[config.mk]
export PLATFORM = sky130hd
export DESIGN_NAME = prio_intc
export DESIGN_NICKNAME = d
export VERILOG_FILES = /design/src/rtl/prio_intc_pkg.sv /design/src/rtl/prio_intc_regs.sv /design/src/rtl/prio_intc_arb.sv /design/src/rtl/prio_intc.sv
export SDC_FILE = /design/constraint.sdc
export NUM_CORES = 1
export LEC_CHECK = 0
export BUFFER_PORTS_ARGS = -buffer_cell sky130_fd_sc_hd__buf_2
export CELL_PAD_IN_SITES_DETAIL_PLACEMENT = 1
export CELL_PAD_IN_SITES_GLOBAL_PLACEMENT = 1
export CORE_MARGIN = 2
export CORE_UTILIZATION = 45
export DETAILED_ROUTE_END_ITERATION = 6
export PLACE_DENSITY_LB_ADDON = 0.1
export REMOVE_ABC_BUFFERS = 1
export SLEW_MARGIN = 10
export SYNTH_ARGS = -nofsm -noshare
export SYNTH_HDL_FRONTEND = slang
export SYNTH_SLANG_ARGS = --single-unit
[constraint.sdc]
create_clock -name clk -period 22 [get_ports clk]
set_input_delay 2.2 -clock clk [delete_from_list [all_inputs] [get_ports clk]]
set_output_delay 2.2 -clock clk [all_outputs]
set_load 0.05 [all_outputs]
[src/rtl/prio_intc_pkg.sv]
package prio_intc_pkg;
  localparam int LVL_W      = 4;
  localparam int REG_W      = 16;
  localparam int FLD_PER_RG = REG_W / LVL_W;
  localparam int ADDR_W     = 3;
  localparam int CODE_W     = 12;
  localparam logic [ADDR_W-1:0] ADR_MSET = 3'd4;
  localparam logic [ADDR_W-1:0] ADR_MCLR = 3'd5;
  localparam logic [CODE_W-1:0] CODE_BASE = 12'h200;
  localparam logic [CODE_W-1:0] CODE_STEP = 12'h020;
  typedef logic [LVL_W-1:0] lvl_t;
endpackage

[src/rtl/prio_intc_regs.sv]
module prio_intc_regs
  import prio_intc_pkg::*;
#(
  parameter int NUM_SRC = 10
) (
  input  logic                     clk,
  input  logic                     rst,
  input  logic                     wr_en,
  input  logic [ADDR_W-1:0]        wr_addr,
  input  logic [REG_W-1:0]         wr_data,
  input  logic [ADDR_W-1:0]        rd_addr,
  output logic [REG_W-1:0]         rd_data,
  output logic [NUM_SRC*LVL_W-1:0] src_lvl,
  output logic [NUM_SRC-1:0]       src_mask
);
  localparam int NREG = (NUM_SRC + FLD_PER_RG - 1) / FLD_PER_RG;

  logic [REG_W-1:0] lvl_q [NREG];
  logic             past_ok;

  always_ff @(posedge clk) begin
    if (rst) begin
      for (int r = 0; r < NREG; r++) lvl_q[r] <= '0;
      src_mask <= '1;
      past_ok  <= 1'b0;
    end else begin
      past_ok <= 1'b1;
      if (wr_en) begin
        for (int r = 0; r < NREG; r++)
          if (wr_addr == ADDR_W'(r)) lvl_q[r] <= wr_data;
        if (wr_addr == ADR_MSET) src_mask <= src_mask | wr_data[NUM_SRC-1:0];
        if (wr_addr == ADR_MCLR) src_mask <= src_mask & ~wr_data[NUM_SRC-1:0];
      end
    end
  end

  always_ff @(posedge clk) begin
    if (rst) begin
      rd_data <= '0;
    end else begin
      rd_data <= '0;
      for (int r = 0; r < NREG; r++)
        if (rd_addr == ADDR_W'(r)) rd_data <= lvl_q[r];
      if (rd_addr == ADR_MSET || rd_addr == ADR_MCLR)
        rd_data <= REG_W'(src_mask);
    end
  end

  for (genvar n = 0; n < NUM_SRC; n++) begin : g_fld
    assign src_lvl[n*LVL_W +: LVL_W] = lvl_q[n/FLD_PER_RG][(n%FLD_PER_RG)*LVL_W +: LVL_W];
  end

  // a clear write leaves no selected mask bit set
  p_mask_clear_r9: assert property (@(posedge clk) disable iff (rst || !past_ok)
    (wr_en && wr_addr == ADR_MCLR) |=> ((src_mask & $past(wr_data[NUM_SRC-1:0])) == '0));
  // a set write leaves every selected mask bit set
  p_mask_set_r8: assert property (@(posedge clk) disable iff (rst || !past_ok)
    (wr_en && wr_addr == ADR_MSET) |=> ((src_mask & $past(wr_data[NUM_SRC-1:0])) == $past(wr_data[NUM_SRC-1:0])));
endmodule

[src/rtl/prio_intc_arb.sv]
module prio_intc_arb
  import prio_intc_pkg::*;
#(
  parameter int NUM_SRC = 10,
  parameter int IDX_W   = $clog2(NUM_SRC)
) (
  input  logic [NUM_SRC-1:0]       req,
  input  logic [NUM_SRC-1:0]       mask,
  input  logic [NUM_SRC*LVL_W-1:0] lvl,
  output logic                     win_valid,
  output logic [IDX_W-1:0]         win_idx,
  output lvl_t                     win_lvl
);
  always_comb begin
    win_valid = 1'b0;
    win_idx   = '0;
    win_lvl   = '0;
    // ascending scan with strict compare keeps the lowest index on ties
    for (int i = 0; i < NUM_SRC; i++) begin
      if (req[i] && !mask[i] && lvl[i*LVL_W +: LVL_W] > win_lvl) begin
        win_valid = 1'b1;
        win_idx   = IDX_W'(i);
        win_lvl   = lvl[i*LVL_W +: LVL_W];
      end
    end
  end
endmodule

[src/rtl/prio_intc.sv]
module prio_intc
  import prio_intc_pkg::*;
#(
  parameter int NUM_SRC = 10
) (
  input  logic                clk,
  input  logic                rst,
  input  logic                wr_en,
  input  logic [ADDR_W-1:0]   wr_addr,
  input  logic [REG_W-1:0]    wr_data,
  input  logic [ADDR_W-1:0]   rd_addr,
  output logic [REG_W-1:0]    rd_data,
  input  logic [NUM_SRC-1:0]  irq_src,
  input  logic [LVL_W-1:0]    cpu_imask,
  output logic                cpu_irq,
  output logic [CODE_W-1:0]   irq_code,
  output logic [LVL_W-1:0]    irq_level
);
  localparam int IDX_W = $clog2(NUM_SRC);

  logic [NUM_SRC*LVL_W-1:0] src_lvl;
  logic [NUM_SRC-1:0]       src_mask;
  logic                     win_valid;
  logic [IDX_W-1:0]         win_idx;
  lvl_t                     win_lvl;
  logic                     accept;
  logic                     past_ok;

  prio_intc_regs #(.NUM_SRC(NUM_SRC)) u_regs (
    .clk(clk), .rst(rst), .wr_en(wr_en), .wr_addr(wr_addr), .wr_data(wr_data),
    .rd_addr(rd_addr), .rd_data(rd_data), .src_lvl(src_lvl), .src_mask(src_mask)
  );

  prio_intc_arb #(.NUM_SRC(NUM_SRC), .IDX_W(IDX_W)) u_arb (
    .req(irq_src), .mask(src_mask), .lvl(src_lvl),
    .win_valid(win_valid), .win_idx(win_idx), .win_lvl(win_lvl)
  );

  assign accept = win_valid && (win_lvl > cpu_imask);

  always_ff @(posedge clk) begin
    if (rst) begin
      cpu_irq   <= 1'b0;
      irq_code  <= '0;
      irq_level <= '0;
      past_ok   <= 1'b0;
    end else begin
      past_ok   <= 1'b1;
      cpu_irq   <= accept;
      irq_code  <= accept ? CODE_BASE + CODE_STEP * CODE_W'(win_idx) : '0;
      irq_level <= accept ? win_lvl : '0;
    end
  end

  // a request always carries a level above the mask seen one edge earlier
  p_above_mask_r6: assert property (@(posedge clk) disable iff (rst || !past_ok)
    cpu_irq |-> (irq_level > $past(cpu_imask)));
  // idle outputs are zero, active codes sit on the 0x20 grid from 0x200
  p_idle_zero_r7: assert property (@(posedge clk) disable iff (rst || !past_ok)
    !cpu_irq |-> (irq_code == '0 && irq_level == '0));
  p_code_grid_r7: assert property (@(posedge clk) disable iff (rst || !past_ok)
    cpu_irq |-> (irq_code[4:0] == 5'd0 && irq_code >= CODE_BASE));
  // the winner is raised, unmasked and has a non-zero level
  p_win_eligible_r3: assert property (@(posedge clk) disable iff (rst || !past_ok)
    win_valid |-> (irq_src[win_idx] && !src_mask[win_idx] && win_lvl != '0));
  // a request follows a raised eligible source at the previous edge
  p_latency_r10: assert property (@(posedge clk) disable iff (rst || !past_ok)
    cpu_irq |-> $past(win_valid));
endmodule

==> run_results.csv <==
group,metric,value,unit
clock_network,cts_tree,"done",
worst_setup_path,path_buf_inv,8,
power,switching_share,32.2,%
place,dp_hpwl,10700,microns
synth,synth-edff-count,48,
timing,rsz0062_at_grt,"no",
power,p_leak,2.41,nW
power,combPwrFrac,20.2,%
power,ir_drop,0.0407,mV
floorplanning,die-area,11900,sq um
run,maxCapViolations,0,
status,status,"complete, no violations",
global_routing,grt_max_degree,20,
place,io_buffers,64,
worst_setup_path,crit_fanout,11,
route,wl_per_cell,19.5,microns
synth,synth.top_cell.area_share,29.0,%
clock_network,cts_buffers,9,
worst_setup_path,rr_endpoint,"irq_level[3]$_SDFF_PP0_",
floorplanning,die_w,109,microns
synth,synth_flop_cell,"edfxtp_1",
route,routed_via_density,5.66,
worst_setup_path,crit_top_cell,"ha_1",
clock_network,cts-resized-gates,0,
timing,max_freq,0.0533,GHz
timing,period_needed,18780,ps
power,p_total,0.000359,W
worst_setup_path,crit_path_start_kind,"input port",
worst_setup_path,critPathSlowestCell,"nor4bb_1",
global_routing,grt_pass1_wl,21800,microns
timing,setup_viol,0,
timing,period_share,85.4,%
timing,skew,10.6,ps
clock_network,clockBufferDepth,2,
worst_setup_path,rrSetupSlack,4750,ps
worst_setup_path,worstSetupPathType,"in -> reg",
global_routing,antenna_found_initial,0,
route,drt_first_pass_iters,4,
finish,area.growth.synth_to_final,12.5,%
timing,tns,0,ps
power,seqPwrFrac,51.3,%
timing,finalMaxSlewViolations,0,
place,place.gp.congestion,0.889,
worst_hold_path,min_from,"u_regs.lvl_q[0][47]$_DFFE_PP_",
finish,layout-drive-gt1-share,21.7,%
clock_network,cts_hold_buffers,0,
synth,ys_seq_area_share,43.5,%
worst_setup_path,crit_family,"compound AO/OA/AOI/OAI gates",
synth,avgSynthCellArea,9.96,sq um
power,p_int,0.000243,W
power,power-per-cell-area,64.2,nW/um^2
worst_setup_path,required,22250,ps
global_routing,grt_pass1_vias,4219,
clock_network,cts.sinks,84,
floorplanning,rows,38,
worst_setup_path,slowest_delay,760,ps
floorplanning,start_util,46.1,%
power,switchingPower,0.000116,W
synth,ys_ff_latch,84,
floorplanning,ios,72,
synth,synth_area_leaders,"edfxtp_1, dfxtp_1, ha_1, nand2_1, inv_1",
worst_setup_path,cp-end-kind,"flop",
synth,async_flop_share,0,%
floorplanning,core_region_area,10800,sq um
synth,yosysMostFrequentCell,"edfxtp_1",
synth,synth_common_cells,"edfxtp_1, nand2_1, inv_1, dfxtp_1, nor2_1",
route,routed_wl,13800,microns
global_routing,globalRouteTotalUtil,24.9,%
clock_network,clkTransAtPathRegs,80,ps
clock_network,cts_setup_buffers,0,
global_routing,grt_overflow_total,0,
worst_hold_path,hold_end,"u_regs.rd_data[15]$_SDFF_PP0_",
floorplanning,fp.dieH,109,microns
worst_hold_path,hold_path_class,"reg -> reg",
timing,relSlewSlack,38.9,%
timing,hold_violations,0,
synth,yosys_warnings,0,
synth,synth_cells,499,
clock_network,cts_root_buf,"clkbuf_8",
synth,synth_cell_types,68,
power,clock_power_share,28.5,%
route,drc,0,
clock_network,clkLatencyLatePin,380,ps
synth,synth_area_leader_cell,"edfxtp_1",
worst_setup_path,r2r_cells,77,
finish,fin_nets,635,
clock_network,cts_max_level,3,
route,dr.first_iter.drc_count,180,
timing,holdWs,490,ps
finish,diodes,0,
worst_setup_path,worst-endpoint-arrival,19030,ps
worst_hold_path,whs_path_depth,2,
timing,worst_slew_pin_slew,915,ps
route,via_count,4010,
synth,syn_area,4970,sq um
route,final_antenna_net_count,0,
==> metal layers <==
metal	track usage, %	share of wire (%)	up-vias
met5	0	0	-
met4	10.2	2.4	0
met3	3.35	4.1	22
met2	43.4	49	99
met1	31.0	45	1953
li1	-	-	1936
==> stage by stage <==
step	cell area, sq um	std cells	worst slack [ps]	util [%]
detailed placement	5420	692	2940	50.2
finish	5590	708	3220	51.8
CTS	5590	708	3290	51.8
global route	5590	708	1840	51.8
global placement	5420	692	3600	50.2
floorplan	4880	484	5440	-
==> cell type report <==
type / instances / area, sq um
flip-flops and latches: 84 / 2160
fillers: 1249 / 5200
well taps: 140 / 175
clock buffers: 9 / 124
multi-input cells: 358 / 2570
inverters: 42 / 158
repair buffers: 68 / 350
clock inverters: 7 / 50.0
==> power by group through the flow <==
stage / clock, W / sequential [W] / combinational [W]
2_1_floorplan: 0 / 0.000192 / 0.0000433
6_report: 0.000102 / 0.000184 / 0.0000724
5_1_grt: 0.000111 / 0.000185 / 0.0000804
3_3_place_gp: 0 / 0.000187 / 0.0000694
4_1_cts: 0.000105 / 0.000184 / 0.0000727
3_5_place_dp: 0 / 0.000188 / 0.0000724
==> cell families (layout without fill, tap and decap cells) <==
kind of cell | count (synthesis) | count (layout) | share of synthesized area, %
AOI/OAI and AO/OA | 129 | 129 | 19.3
other | 1 | 7 | 0.0754
and+or+nand+nor | 164 | 164 | 17.8
DFF | 84 | 84 | 43.5
muxes | 23 | 23 | 5.28
buffers and inverters | 63 | 126 | 5.44
adders and majority gates | 34 | 34 | 8.53
xor gates and xnor gates | 1 | 1 | 0.176
==> cell usage in the layout (no fill, tap or decap), types with 4 or more instances in the layout <==
cell type,n
and2_1,18
clkbuf_8,9
nor3_1,4
o21ai_0,23
nand2_1,44
o211ai_1,17
buf_4,4
mux2_2,12
nor2_1,35
a211oi_1,4
a21oi_1,31
nor2b_1,9
a21o_1,11
dfxtp_1,36
conb_1,7
mux2i_1,7
nand3_1,9
inv_1,42
ha_1,33
nand2b_1,19
o221ai_1,12
edfxtp_1,48
buf_2,64
==> worst max-delay path by stage <==
stage                from                 endpoint  slack, ps  depth (start not counted)
2_1_floorplan  irq_src[0]  irq_level[1]$_SDFF_PP0_       5440                         72
3_3_place_gp   irq_src[0]  irq_level[3]$_SDFF_PP0_       3600                         76
3_5_place_dp   irq_src[0]  irq_level[3]$_SDFF_PP0_       2940                         76
4_1_cts        irq_src[0]  irq_level[3]$_SDFF_PP0_       3290                         76
5_1_grt        irq_src[0]  irq_level[3]$_SDFF_PP0_       1840                         79
6_report       irq_src[0]  irq_level[3]$_SDFF_PP0_       3220                         78
==> worst min-delay path: stages, from the launching register on <==
cell and delay [ps]:
edfxtp_1 330, nor2_1 40, nor2_1 90
No activity file was read; power rests on OpenSTA's default activity.
